## config.mk

```make
export PLATFORM = sky130hd
export DESIGN_NAME = ipa_predec
export DESIGN_NICKNAME = d
export VERILOG_FILES = /design/src/rtl/ipa_pkg.sv /design/src/rtl/ipa_len_classify.sv /design/src/rtl/ipa_word_pack.sv /design/src/rtl/ipa_pc_step.sv /design/src/rtl/ipa_predec.sv
export SDC_FILE = /design/constraint.sdc
export NUM_CORES = 1
export LEC_CHECK = 0
export ABC_AREA = 1
export BUFFER_PORTS_ARGS = -buffer_cell sky130_fd_sc_hd__buf_2
export CAP_MARGIN = 20
export CORE_ASPECT_RATIO = 1.2
export CORE_MARGIN = 2
export CORE_UTILIZATION = 48
export CTS_CLUSTER_DIAMETER = 150
export DETAILED_ROUTE_END_ITERATION = 10
export GPL_TIMING_DRIVEN = 1
export HOLD_SLACK_MARGIN = 0.06
export PLACE_DENSITY = 0.76
export SLEW_MARGIN = 25
export SYNTH_ARGS = -nofsm -noshare
export SYNTH_HDL_FRONTEND = slang
export SYNTH_SLANG_ARGS = --single-unit
export TNS_END_PERCENT = 1
```

## constraint.sdc

```tcl
create_clock -name clk -period 0.8 [get_ports clk]
set_input_delay 0.16 -clock clk [delete_from_list [all_inputs] [get_ports clk]]
set_output_delay 0.16 -clock clk [all_outputs]
set_load 0.02 [all_outputs]
```

## src/rtl/ipa_pkg.sv

```systemverilog
package ipa_pkg;

  localparam int unsigned BYTE_W    = 8;
  localparam int unsigned WIN_BYTES = 7;
  localparam int unsigned WIN_W     = BYTE_W * WIN_BYTES;
  localparam int unsigned WORD_W    = 32;
  localparam int unsigned LEN_W     = 3;

  typedef enum logic [3:0] {
    FMT_ILL,
    FMT_B1,
    FMT_B2,
    FMT_B3_LE,
    FMT_B3_BE,
    FMT_B4_BE,
    FMT_B4_MIX,
    FMT_B5_MID,
    FMT_B5_WRD,
    FMT_B6,
    FMT_B7_WRD,
    FMT_B7_HLF
  } fmt_e;

  // First-byte class map; the second byte only matters for the FA/FB pair.
  function automatic fmt_e classify(input logic [7:0] b0, input logic [7:0] b1);
    logic [3:0] hi;
    logic [3:0] lo;
    logic [7:0] sel;
    fmt_e f;
    hi  = b0[7:4];
    lo  = b0[3:0];
    sel = b1 & 8'hFC;
    f   = FMT_B1;
    case (hi)
      4'h0: f = (lo[1:0] == 2'b00) ? FMT_B1 : FMT_B3_LE;
      4'h1: f = FMT_B1;
      4'h2: f = lo[2] ? FMT_B3_LE : FMT_B2;
      4'h3: f = (lo >= 4'hC) ? FMT_B1 : FMT_B3_LE;
      4'h4: f = lo[1] ? FMT_B2 : FMT_B1;
      4'h5: f = lo[3] ? FMT_B2 : FMT_B1;
      4'h6, 4'h7: f = FMT_B1;
      4'h8, 4'h9, 4'hA, 4'hB:
        f = (lo[3:2] == lo[1:0]) ? FMT_B2 : FMT_B1;
      4'hC: begin
        case (lo)
          4'hB:    f = FMT_B1;
          4'hC:    f = FMT_B3_LE;
          4'hD:    f = FMT_B5_MID;
          default: f = FMT_B2;
        endcase
      end
      4'hD: begin
        case (lo)
          4'hC:       f = FMT_B5_WRD;
          4'hD:       f = FMT_B7_WRD;
          4'hE, 4'hF: f = FMT_B3_BE;
          default:    f = FMT_B1;
        endcase
      end
      4'hE: f = FMT_B1;
      default: begin
        case (lo)
          4'h7:       f = FMT_ILL;
          4'h8, 4'h9: f = FMT_B3_BE;
          4'hA, 4'hB: f = (sel == 8'hF0 || sel == 8'hF4 || sel == 8'hF8)
                          ? FMT_B4_BE : FMT_B4_MIX;
          4'hC, 4'hD: f = FMT_B6;
          4'hE:       f = FMT_B7_HLF;
          4'hF:       f = FMT_B1;
          default:    f = FMT_B2;
        endcase
      end
    endcase
    return f;
  endfunction

  function automatic logic [LEN_W-1:0] fmt_len(input fmt_e f);
    case (f)
      FMT_B1:                               return 3'd1;
      FMT_B2:                               return 3'd2;
      FMT_B3_LE, FMT_B3_BE:                 return 3'd3;
      FMT_B4_BE, FMT_B4_MIX:                return 3'd4;
      FMT_B5_MID, FMT_B5_WRD:               return 3'd5;
      FMT_B6:                               return 3'd6;
      FMT_B7_WRD, FMT_B7_HLF:               return 3'd7;
      default:                              return 3'd0;
    endcase
  endfunction

endpackage

```

## src/rtl/ipa_len_classify.sv

```systemverilog
module ipa_len_classify
  import ipa_pkg::*;
(
  input  logic [7:0]       b0,
  input  logic [7:0]       b1,
  output fmt_e             fmt,
  output logic [LEN_W-1:0] len,
  output logic             illegal
);

  always_comb begin
    fmt     = classify(b0, b1);
    len     = fmt_len(fmt);
    illegal = (fmt == FMT_ILL);
  end

endmodule

```

## src/rtl/ipa_word_pack.sv

```systemverilog
module ipa_word_pack
  import ipa_pkg::*;
(
  input  fmt_e                          fmt,
  input  logic [WIN_BYTES-1:0][7:0]     bytes_in,
  output logic [WORD_W-1:0]             insn,
  output logic [WORD_W-1:0]             ext
);

  logic [7:0] b0, b1, b2, b3, b4, b5, b6;

  always_comb begin
    b0 = bytes_in[0];
    b1 = bytes_in[1];
    b2 = bytes_in[2];
    b3 = bytes_in[3];
    b4 = bytes_in[4];
    b5 = bytes_in[5];
    b6 = bytes_in[6];
    insn = '0;
    ext  = '0;
    case (fmt)
      FMT_B1:     insn = {24'h0, b0};
      FMT_B2:     insn = {16'h0, b0, b1};
      FMT_B3_LE:  insn = {8'h0, b0, b2, b1};
      FMT_B3_BE:  insn = {8'h0, b0, b1, b2};
      FMT_B4_BE:  insn = {b0, b1, b2, b3};
      FMT_B4_MIX: insn = {b0, b1, b3, b2};
      FMT_B5_MID: begin
        insn = {b0, b2, b1, b3};
        ext  = {24'h0, b4};
      end
      FMT_B5_WRD: begin
        insn = {b0, b4, b3, b2};
        ext  = {24'h0, b1};
      end
      FMT_B6: begin
        insn = {b0, b1, b5, b4};
        ext  = {16'h0, b3, b2};
      end
      FMT_B7_WRD: begin
        insn = {b0, b4, b3, b2};
        ext  = {8'h0, b1, b5, b6};
      end
      FMT_B7_HLF: begin
        insn = {b0, b1, b5, b4};
        ext  = {8'h0, b3, b2, b6};
      end
      default: begin
        insn = '0;
        ext  = '0;
      end
    endcase
  end

endmodule

```

## src/rtl/ipa_pc_step.sv

```systemverilog
module ipa_pc_step
  import ipa_pkg::*;
#(
  parameter int unsigned PC_W = 32
) (
  input  logic [PC_W-1:0]  pc,
  input  logic [LEN_W-1:0] len,
  output logic [PC_W-1:0]  next_pc
);

  always_comb next_pc = pc + PC_W'(len);

endmodule

```

## src/rtl/ipa_predec.sv

```systemverilog
module ipa_predec
  import ipa_pkg::*;
#(
  parameter int unsigned PC_W = 32
) (
  input  logic                 clk,
  input  logic                 rst_n,
  input  logic                 in_valid,
  input  logic [PC_W-1:0]      in_pc,
  input  logic [WIN_W-1:0]     in_window,
  output logic                 out_valid,
  output logic [LEN_W-1:0]     out_len,
  output logic [WORD_W-1:0]    out_insn,
  output logic [WORD_W-1:0]    out_ext,
  output logic                 out_illegal,
  output logic [PC_W-1:0]      out_next_pc
);

  logic [WIN_BYTES-1:0][7:0] win_b;
  fmt_e                      cls_fmt;
  logic [LEN_W-1:0]          cls_len;
  logic                      cls_illegal;
  logic [WORD_W-1:0]         pk_insn;
  logic [WORD_W-1:0]         pk_ext;
  logic [PC_W-1:0]           step_pc;

  for (genvar k = 0; k < WIN_BYTES; k++) begin : g_split
    assign win_b[k] = in_window[k*BYTE_W +: BYTE_W];
  end

  ipa_len_classify u_cls (
    .b0      (win_b[0]),
    .b1      (win_b[1]),
    .fmt     (cls_fmt),
    .len     (cls_len),
    .illegal (cls_illegal)
  );

  ipa_word_pack u_pack (
    .fmt      (cls_fmt),
    .bytes_in (win_b),
    .insn     (pk_insn),
    .ext      (pk_ext)
  );

  ipa_pc_step #(.PC_W(PC_W)) u_step (
    .pc      (in_pc),
    .len     (cls_len),
    .next_pc (step_pc)
  );

  always_ff @(posedge clk or negedge rst_n) begin
    if (!rst_n) begin
      out_valid   <= 1'b0;
      out_len     <= '0;
      out_insn    <= '0;
      out_ext     <= '0;
      out_illegal <= 1'b0;
      out_next_pc <= '0;
    end else begin
      out_valid <= in_valid;
      if (in_valid) begin
        out_len     <= cls_len;
        out_insn    <= pk_insn;
        out_ext     <= pk_ext;
        out_illegal <= cls_illegal;
        out_next_pc <= step_pc;
      end
    end
  end

endmodule

```

After elaboration in Yosys (flattened, before gate mapping)
Memories as Yosys holds them, arrays and structs flattened. Index checks and enable logic that the tools add are counted. Widths: inputs -> output; s select.

Bits in registers: 101. Bits in latches: 0. RAM bits: 0. Bits in read-only memories: 48. Bits of input ports: 91. Output and inout port bits: 101. Word-level logic and storage cells: 73. Memories: 1.

Memories: (no name shown) (words 16, bits a word 3, rd ports 1, clocked after memory_dff 0, wr ports 0, RTL line ipa_pkg.sv:78) `case (f)`.

Add/sub/neg operators: 1. Multipliers: 0. Divide/modulo/power cells: 0. $lt $le $gt $ge: 1. Equality and inequality tests: 38. Shifts and indexed selects: 0. Muxes and demuxes: 13. Bitwise gates (word level): 0. Reductions and logical operators: 13.

Operators by type and width (number): $pmux 32 s9 (1); $pmux 24 s5 (1); $eq 4x4->1 const B (19); $eq 4x3->1 const B (9); $pmux 4 s9 (1); $add 32x3->32 (1); $pmux 4 s6 (1); $eq 6x6->1 const B (3); $eq 4x2->1 const B (4); $mux 2 (6); $pmux 4 s3 (1); $reduce_or 2->1 (6); $pmux 3 s3 (1); $eq 4x1->1 const B (2); $logic_not 4->1 (2); $reduce_or 4->1 (2); $ge 4x4->1 const B (1); $eq 2x2->1 (1); $logic_not 2->1 (1); $logic_or 1x1->1 (2); $mux 1 (1).

Depth between registers and ports, before layout
Gate-level depths: netlist of run 1.

Word-level depth: 9. Gate-level depth with buffers: 25. Gate-level depth less buffers: 24.

By module
Synthesis of run 1 repeated with hierarchy kept, for this count alone.

Cells, all modules: 1216. Area total of the unflattened synthesis: 7487.2 µm².

Modules (own cells, without submodules): ipa_predec (instances 1, cells each 423, area each 3827.4 µm²); ipa_word_pack (instances 1, cells each 480, area each 2130.8 µm²); ipa_pc_step (instances 1, cells each 202, area each 1012.2 µm²); ipa_len_classify (instances 1, cells each 111, area each 516.7 µm²).

Least setup slack after synthesis of run 1
OpenSTA, ideal clock, no wires.

Path kind: in2reg. Start point: input in_window[0]. End point: register out_next_pc[28]. Arrival time: 3.192 ns. Required time: 0.683 ns. Slack: -2.509 ns. Cell stages on the path: 23. Path buffers: 1. Path through: buf_2 > nand2_2 > nor2_4 > nand2_1 > nand2_1 > nor2_1 > nand2_1 > nand2_4 > inv_1 > ha_1 > a211oi_2 > ha_1 > fa_1 > nand2_1 > a21oi_1 > nand2_1 > nor4_1 > nand2_1 > nor2_1 > nand2_1 > xnor2_1 > nand2_1 > nand2_1.

Cells in the longest elaborated chain, start to end: 6. Elaborated cells between the ends (all ways): 25. Classes of those cells: add/sub (1); order compare (1); eq/ne (10); mux (7); reduce/logical (5); memory (1).

RTL lines: start, declared (RTL line ipa_predec.sv:10) `input logic [WIN_W-1:0] in_window,`; $eq 4x4->1 (on tied branches) (RTL line ipa_pkg.sv:45, ipa_pkg.sv:53, ipa_pkg.sv:62); $reduce_or 2->1 (on tied branches) (RTL line ipa_pkg.sv:62, ipa_pkg.sv:53); $pmux 4 s6 / $pmux 4 s3 (equally long branches) (RTL line ipa_pkg.sv:62, ipa_pkg.sv:53); $pmux 4 s9 * (RTL line ipa_pkg.sv:34) `case (hi)`; $mem_v2 16x3 *; net cls_len[0] (RTL line ipa_predec.sv:21) `logic [LEN_W-1:0] cls_len;`; $add 32x3->32 * (RTL line ipa_pc_step.sv:11) `always_comb next_pc = pc + PC_W'(len);`; end signal, assigned (RTL line ipa_predec.sv:67) `out_next_pc <= step_pc;`; end, declared (RTL line ipa_predec.sv:16) `output logic [PC_W-1:0] out_next_pc`.

Mark *: on every way through the listed nets, which the timed path passes. The rest lies on a longest branch. A chain may end at the register's enable or synchronous reset.

Worst setup path after layout of run 1
Start point: input in_window[1]. End point: register out_next_pc[30].

Same word-level chain as after synthesis.

==> impl_metrics.tcl, run 1 <==
set metrics [dict create \
    run_status "finished with violations" \
    violations "setup timing" \
    root_buffer "clkbuf_16" \
    yosys_warnings 0 \
    vias 8126 \
    die_h_um 132 \
    start_kind "primary input" \
    rows 46 \
    fmax_ghz 0.349 \
    cp-end-kind "flip-flop" \
    ioPinCount 192 \
    post-dp-hpwl_um 21100 \
    multi_input_area_mm2 0.00395 \
    clk_pin_slew_ns 0.07 \
    area_delta_synth_final_pct 48.0 \
    dieArea_mm2 0.0146 \
    die_x_um 111 \
    setup_slack_ns -2.07 \
    postSynthAreaPerCell_um2 6.55 \
    crit_required_ns 1.10 \
    synth-seq-area-share_pct 35.6 \
    hold-worst-slack_ns 0.0925 \
    synth_cell_types 40 \
    cts_tree "done" \
    drc 0 \
    hold_violations 0 \
    antenna_found_initial 1 \
    drt-pass1-iter-count 5 \
    final_nets 1422 \
    core_mm2 0.0133 \
    clock-sinks 93 \
    critical_path_arrival_ns 3.17 \
    grt_usage_pct 35.8 \
    final_area_mm2 0.00969 \
    drv_slew 0 \
    fillCellCount 1113 \
    ir_drop_mv 1.53 \
    setup_viol 185 \
    drt_iter0_drc 644 \
    start_util_pct 49.2 \
    r2r_slack_ns 0.11 \
    dpl_cell_area_mm2 0.00885 \
    power.total_mw 14.8 \
    htreeDepth 3 \
    grt_overflow_total 0 \
    gp_congestion 1.02 \
    vias_per_cell 5.42 \
    grt_first_pass_wirelength_um 41500 \
    dp_cells 1480 \
    hold_path.class "in -> reg" \
    grt_pass1_vias 7918 \
    wl_um 27100 \
    finalCriticalPeriod_ns 2.87 \
    portBuffers 183 \
    synth_cells 1000 \
    setup-tns-final_ns -137.89 \
    fin_cells 1500 \
    skew_ns 0 \
    power_leakage_nw 5.36 \
    cp_max_fo 8 \
    grt_max_degree 51 \
    syn_area_mm2 0.00655 \
    ys_ff_latch 93 \
    pwr_density_cell_mw_per_mm2 1530 \
    critPathKind "in -> reg" \
    clkLatencyLatePin_ns 0.35 \
    regArea_mm2 0.00233 \
    rsz0062_at_grt "yes" \
    cap_violations 0 \
    numCtsBuffers 9 \
    clock_path_buffers 2 \
    wl_per_cell_um 18.1 \
    period_share_pct 358 \
    layout-drive-gt1-share_pct 36.1 \
    ant_nets 0 \
]
## layer usage
metal | GRT usage, % | wire length (um) | share of wire [%] | vias up
li1 | - | - | - | 3827
met1 | 40.2 | 9860 | 36 | 3826
met2 | 62.2 | 13700 | 50 | 380
met3 | 7.36 | 1950 | 7.2 | 93
met4 | 21.9 | 1630 | 6.0 | 0
met5 | 0 | 0 | 0 | -
## cells in the final DEF (no fill, tap or decap), types with 8 or more instances in the layout
cell type / n
nand3_1: 78
buf_2: 150
inv_2: 10
xor2_1: 10
nand2_2: 22
nor3_1: 8
o21ai_0: 33
conb_1: 8
clkbuf_16: 9
nand2_1: 424
nand4_1: 22
a21oi_1: 23
buf_4: 172
nand2_4: 10
nor2_2: 13
nor2_1: 52
xnor2_1: 12
o21ai_1: 29
buf_12: 9
inv_1: 44
buf_6: 30
dfrtp_1: 93
nor2_4: 9
## synthesized netlist by cell type, drive strengths merged
cell / number / share of area [%]
a211oi: 1 / 0.19
a21o: 3 / 0.34
a21oi: 27 / 2.1
a31oi: 4 / 0.38
buf: 38 / 4.0
clkbuf: 21 / 1.2
clkinv: 2 / 0.11
conb: 1 / 0.057
dfrtp: 93 / 36
fa: 1 / 0.31
ha: 4 / 0.76
inv: 60 / 3.6
nand2: 456 / 27
nand3: 83 / 6.7
nand3b: 1 / 0.31
nand4: 24 / 2.6
nor2: 75 / 5.3
nor3: 13 / 1.1
nor4: 3 / 0.29
o21ai: 64 / 5.0
o31ai: 2 / 0.23
xnor2: 13 / 1.7
xor2: 11 / 1.5
## state kept, by name (all words and copies together), names as in the netlist
name	count
out_valid	1
out_ext	24
out_insn	32
out_illegal	1
out_next_pc	32
out_len	3
## worst max-delay path: stages
cell      delay (ns)
buf_4           0.14
inv_6           0.06
nand2_2         0.08
nand2_1         0.07
nor2_2          0.15
nor2_1          0.09
nor2_4          0.13
nand4_4         0.12
ha_4            0.28
a211oi_4        0.31
ha_4            0.20
fa_2            0.23
nand2_2         0.08
a21oi_4         0.19
nand3_2         0.10
inv_2           0.09
nand3_4         0.09
nor2_4          0.16
nand4_1         0.11
xnor2_1         0.17
nand2_1         0.08
nand2_1         0.07
## cell type report
class | count | area share [%]
multi-input combinational | 793 | 40.8
clock inverter | 7 | 0.840
sequential | 93 | 24.0
timing repair buffer | 367 | 27.2
clock buffer | 9 | 2.33
inverter | 62 | 2.64
tap | 168 | 2.17
antenna | 1 | 0.0258
## final timing paths
| kind | start | endpoint | depth (start not counted) |
|---|---|---|---|
| worst max-delay path | in_window[1] | out_next_pc[30]$_DFFE_PN0P_ | 22 |
| worst min-delay path | in_pc[12] | out_next_pc[12]$_DFFE_PN0P_ | 3 |
| worst max register to register | out_illegal$_DFFE_PN0P_ | out_illegal$_DFFE_PN0P_ | 2 |
| worst min register to register | out_next_pc[1]$_DFFE_PN0P_ | out_next_pc[1]$_DFFE_PN0P_ | 2 |
| max in group asynchronous | rst_n | out_ext[2]$_DFFE_PN0P_ | 3 |
| min in group asynchronous | rst_n | out_next_pc[16]$_DFFE_PN0P_ | 3 |
## timing repair
action / in CTS / in global routing
hold buffers: 1 / 0
setup buffers: 1 / 1
pin swaps: 7 / 22
endpoints found under the hold margin: 93 / 0
endpoints found under the setup margin: 185 / 185
gates resized for setup: 65 / 98
## power breakdown
group	leakage (nW)	internal, mW	total [mW]	switching [mW]
sequential	1.21	5.13	5.40	0.272
combinational	4.01	1.90	4.83	2.93
clock	0.141	2.47	4.57	2.10
total	5.36	9.50	14.8	5.30
## cell families after synthesis
kind of cell | count (synthesis) | share of synthesized area [%]
and+or+nand+nor | 655 | 43.1
buffers and inverters | 121 | 8.85
AOI/OAI and AO/OA | 101 | 8.16
DFF | 93 | 35.6
xor gates and xnor gates | 24 | 3.21
adders and majority gates | 5 | 1.07
other | 1 | 0.0573
## stage by stage
step / utilization [%] / worst slack, ns
detailed placement: 66.6 / -2.46
floorplan: - / -2.26
global route: 72.8 / -2.23
CTS: 70.5 / -2.06
finish: 72.8 / -2.07
global placement: 66.6 / -2.41
No activity file was read; power rests on OpenSTA's default activity.
==> run 2, diff against run 1 <==
CTS_BUF_LIST = sky130_fd_sc_hd__clkbuf_16   (was not set)
CTS_CLUSTER_SIZE = 8   (was not set)
RECOVER_POWER = 100   (was not set)
==> impl_metrics.tcl, run 2 (synthesis gave the netlist of run 1 again) <==
set metrics [dict create \
    post-dp-hpwl_um 21100 \
    rows 46 \
    most-common-layout-cells "424 x nand2_1, 171 x buf_4, 150 x buf_2" \
    cap_violations 0 \
    period_share_pct 358 \
    final_nets 1422 \
    gp_congestion 1.02 \
    root_buffer "clkbuf_16" \
    htreeDepth 3 \
    die_h_um 132 \
    cts_tree "done" \
    hold_depth 3 \
    grt_usage_pct 35.8 \
    ant_nets 0 \
    utilization_pct 72.7 \
    worstReg2RegStart "out_illegal$_DFFE_PN0P_" \
    vias 8097 \
    r2r_slack_ns 0.11 \
    clock-sinks 93 \
    cp-end-kind "flip-flop" \
    ir_drop_mv 1.53 \
    pwr_density_cell_mw_per_mm2 1530 \
    power_leakage_nw 5.35 \
    finalCriticalPeriod_ns 2.86 \
    dpl_cell_area_mm2 0.00885 \
    run_status "finished with violations" \
    hold_path.class "in -> reg" \
    critical_path_arrival_ns 3.17 \
    setup_viol 185 \
    reg_top3 "out_insn x32, out_next_pc x32, out_ext x24" \
    fin_cells 1500 \
    drt_iter0_drc 652 \
    dieArea_mm2 0.0146 \
    portBuffers 183 \
    crit_required_ns 1.10 \
    numCtsBuffers 9 \
    area_delta_synth_final_pct 47.7 \
    min_to "out_next_pc[12]$_DFFE_PN0P_" \
    vias_per_cell 5.40 \
    hold_violations 0 \
    violations "setup timing" \
    grt_first_pass_wirelength_um 41500 \
    clk_pin_slew_ns 0.07 \
    antenna_found_initial 1 \
    start_util_pct 49.2 \
    clkLatencyLatePin_ns 0.35 \
    wl_um 27200 \
    fmax_ghz 0.349 \
    timing.rr.end "out_illegal$_DFFE_PN0P_" \
    grt_max_degree 51 \
    cp_max_fo 5 \
    final_common_cell "nand2_1" \
    setup_slack_ns -2.06 \
    grt_pass1_vias 7918 \
    final_area_mm2 0.00967 \
    ioPinCount 192 \
    grt_overflow_total 0 \
    drc 0 \
    clock_path_buffers 2 \
    rsz0062_at_grt "yes" \
    drv_slew 0 \
    critPathKind "in -> reg" \
    place_worst_setup_slack_ns -2.46 \
    skew_ns 0 \
    drt-pass1-iter-count 7 \
    layout-drive-gt1-share_pct 36.1 \
    die_x_um 111 \
    start_kind "primary input" \
    dp_cells 1480 \
    core_mm2 0.0133 \
    wl_per_cell_um 18.1 \
    ff2ff_path_depth 2 \
    min-delay-start "in_pc[12]" \
]
-- run 2: worst max-delay path, cell delays in order --
cell and delay [ns]:
buf_4 0.14, inv_4 0.06, nand2_4 0.07, nor2_4 0.19
nand3_2 0.13, nand2_2 0.10, nand2_2 0.09, inv_4 0.07
nor2_4 0.04, inv_2 0.11, nor2_1 0.10, a211oi_4 0.32
ha_4 0.20, fa_2 0.23, nand2_2 0.08, a21oi_4 0.19
nand3_2 0.10, inv_2 0.09, nand3_4 0.09, nor2_4 0.16
nand4_1 0.11, xnor2_1 0.17, nand2_1 0.08, nand2_1 0.07
-- run 2: layout make-up --
cell class	count	area [um2]
well taps	168	210
diodes	1	2.50
fillers	1114	3630
clock buffers	9	225
repair buffers	367	2610
inverters	62	255
multi-input cells	793	3950
flip-flops and latches	93	2330
clock inverters	7	81.3
-- run 2: per-layer routing --
layer,routed length [um],vias to the layer above,GRT usage (%)
met5,0,-,0
met4,1590,0,21.9
met3,1990,87,7.36
met2,13700,370,62.2
met1,9890,3812,40.2
li1,-,3828,-
-- run 2: worst max path at each step --
| stage | start | end | slack (ns) | depth (start not counted) |
|---|---|---|---|---|
| finish | in_window[5] | out_next_pc[30]$_DFFE_PN0P_ | -2.06 | 24 |
| global route | in_window[5] | out_next_pc[26]$_DFFE_PN0P_ | -2.23 | 24 |
| CTS | in_window[5] | out_next_pc[28]$_DFFE_PN0P_ | -2.06 | 21 |
| detailed placement | in_window[1] | out_next_pc[26]$_DFFE_PN0P_ | -2.46 | 22 |
| global placement | in_window[4] | out_next_pc[26]$_DFFE_PN0P_ | -2.41 | 22 |
| floorplan | in_window[1] | out_next_pc[28]$_DFFE_PN0P_ | -2.26 | 24 |
-- run 2: repair_timing --
action / CTS / global route
pin swaps: 7 / 22
buffers inserted: 1 / 1
endpoints found under the setup margin: 185 / 185
resized for setup: 65 / 98
hold buffers: 1 / 0
endpoints found under the hold margin: 93 / 0
-- run 2: through the flow --
| step | setup TNS [ns] | power, mW | hold WS, ns |
|---|---|---|---|
| after floorplan | -135.11 | 7.62 | -0.136 |
| after global placement | -153.99 | 9.73 | 0.165 |
| after detailed placement | -154.01 | 9.76 | 0.171 |
| after CTS | -140.69 | 14.4 | 0.0829 |
| after global routing | -149.63 | 15.3 | 0.117 |
| final | -137.91 | 14.8 | 0.0938 |
-- run 2: power breakdown --
part / switching, mW / internal (mW)
Sequential: 0.272 / 5.13
Combinational: 2.94 / 1.89
Clock: 2.11 / 2.47
Total: 5.31 / 9.49
==> run 3, diff against run 2 <==
RECOVER_POWER = 25   (was 100)
==> impl_metrics.tcl, run 3 (synthesis gave the netlist of run 1 again) <==
set metrics [dict create \
    fmax_ghz 0.349 \
    drc 0 \
    fin_cells 1500 \
    core_mm2 0.0133 \
    numCtsBuffers 9 \
    grt_max_degree 51 \
    power.total_mw 14.8 \
    clock_path_buffers 2 \
    gp_congestion 1.02 \
    setup_viol 185 \
    wl_um 27200 \
    ioPinCount 192 \
    htreeDepth 3 \
    drt_iter0_drc 652 \
    antenna_found_initial 1 \
    die_h_um 132 \
    hold_path.class "in -> reg" \
    critPathKind "in -> reg" \
    wl_per_cell_um 18.1 \
    violations "setup timing" \
    final_common_cell "nand2_1" \
    crit_required_ns 1.10 \
    reg_top3 "out_insn x32, out_next_pc x32, out_ext x24" \
    rsz0062_at_grt "yes" \
    grt_first_pass_wirelength_um 41500 \
    finalCriticalPeriod_ns 2.87 \
    area_delta_synth_final_pct 47.8 \
    hold_violations 0 \
    post-dp-hpwl_um 21100 \
    cp_max_fo 5 \
    most-common-layout-cells "424 x nand2_1, 171 x buf_4, 150 x buf_2" \
    skew_ns 0 \
    cp-end-kind "flip-flop" \
    run_status "finished with violations" \
    grt_pass1_vias 7918 \
    dieArea_mm2 0.0146 \
    start_kind "primary input" \
    start_util_pct 49.2 \
    pwr_density_cell_mw_per_mm2 1530 \
    cap_violations 0 \
    utilization_pct 72.8 \
    layout-drive-gt1-share_pct 36.1 \
    dp_cells 1480 \
    period_share_pct 358 \
    final_area_mm2 0.00967 \
    ir_drop_mv 1.53 \
    cts_tree "done" \
    die_x_um 111 \
    critical_path_arrival_ns 3.17 \
    dpl_cell_area_mm2 0.00885 \
    vias 8089 \
    setup_slack_ns -2.07 \
    drt-pass1-iter-count 7 \
    final_nets 1422 \
    portBuffers 183 \
    rows 46 \
    clkLatencyLatePin_ns 0.35 \
    vias_per_cell 5.39 \
    clk_pin_slew_ns 0.07 \
    power_leakage_nw 5.35 \
    root_buffer "clkbuf_16" \
    ant_nets 0 \
    drv_slew 0 \
    clock-sinks 93 \
    grt_usage_pct 35.8 \
    grt_overflow_total 0 \
]
==> run 3: cell types whose count changed in the layout (fill, tap and decap cells not counted) <==
cell    delta
buf_12     +1
buf_8      -1
==> run 3: cell type report <==
type	count	area [um2]
fill	1113	3620
multi-input combinational	793	3950
tap	168	210
clock buffer	9	225
clock inverter	7	81.3
sequential	93	2330
inverter	62	255
antenna	1	2.50
timing repair buffer	367	2620
==> run 3: timing repair <==
| item | 4_1_cts | 5_1_grt |
|---|---|---|
| buffers inserted | 1 | 1 |
| gates cloned | 0 | 0 |
| hold endpoints to repair | 93 | 0 |
| setup endpoints to repair | 185 | 185 |
| resized for setup | 65 | 98 |
| hold buffers | 1 | 0 |
| pin swaps | 7 | 22 |
==> run 3: path summary, 6_finish.rpt <==
| kind | from | to | slack, ns | cells after the start |
|---|---|---|---|---|
| setup / recovery | in_window[5] | out_next_pc[30]$_DFFE_PN0P_ | -2.07 | 24 |
| hold / removal | in_pc[12] | out_next_pc[12]$_DFFE_PN0P_ | 0.09 | 3 |
| setup reg to reg | out_illegal$_DFFE_PN0P_ | out_illegal$_DFFE_PN0P_ | 0.11 | 2 |
| hold reg to reg | out_next_pc[1]$_DFFE_PN0P_ | out_next_pc[1]$_DFFE_PN0P_ | 0.47 | 2 |
| max in group asynchronous | rst_n | out_next_pc[23]$_DFFE_PN0P_ | 0.09 | 3 |
| min in group asynchronous | rst_n | out_next_pc[16]$_DFFE_PN0P_ | 0.34 | 3 |
==> run 3: stage by stage <==
step / hold WS (ns) / worst slack [ns] / setup TNS (ns)
after floorplan: -0.136 / -2.26 / -135.11
after global placement: 0.165 / -2.41 / -153.99
after detailed placement: 0.171 / -2.46 / -154.01
after CTS: 0.0829 / -2.06 / -140.69
after global routing: 0.117 / -2.23 / -150.10
final: 0.0938 / -2.07 / -137.88
==> run 3: routing by layer <==
metal	up-vias	track usage [%]	share of wire, %
li1	3829	-	-
met1	3811	40.2	36
met2	364	62.2	51
met3	85	7.36	7.3
met4	0	21.9	5.8
met5	-	0	0
==> run 3: critical path, cell delays in order <==
cell and delay (ns):
buf_4 0.14, inv_4 0.06, nand2_4 0.07, nor2_4 0.19, nand3_2 0.13, nand2_2 0.10, nand2_2 0.09, inv_4 0.07
nor2_4 0.04, inv_2 0.11, nor2_1 0.10, a211oi_4 0.32, ha_4 0.20, fa_2 0.23, nand2_2 0.08, a21oi_4 0.19
nand3_2 0.10, inv_2 0.09, nand3_4 0.09, nor2_4 0.16, nand4_1 0.11, xnor2_1 0.17, nand2_1 0.08, nand2_1 0.07
==> run 3: power breakdown <==
group	internal (mW)	switching, mW
Sequential	5.13	0.272
Combinational	1.89	2.93
Clock	2.47	2.10
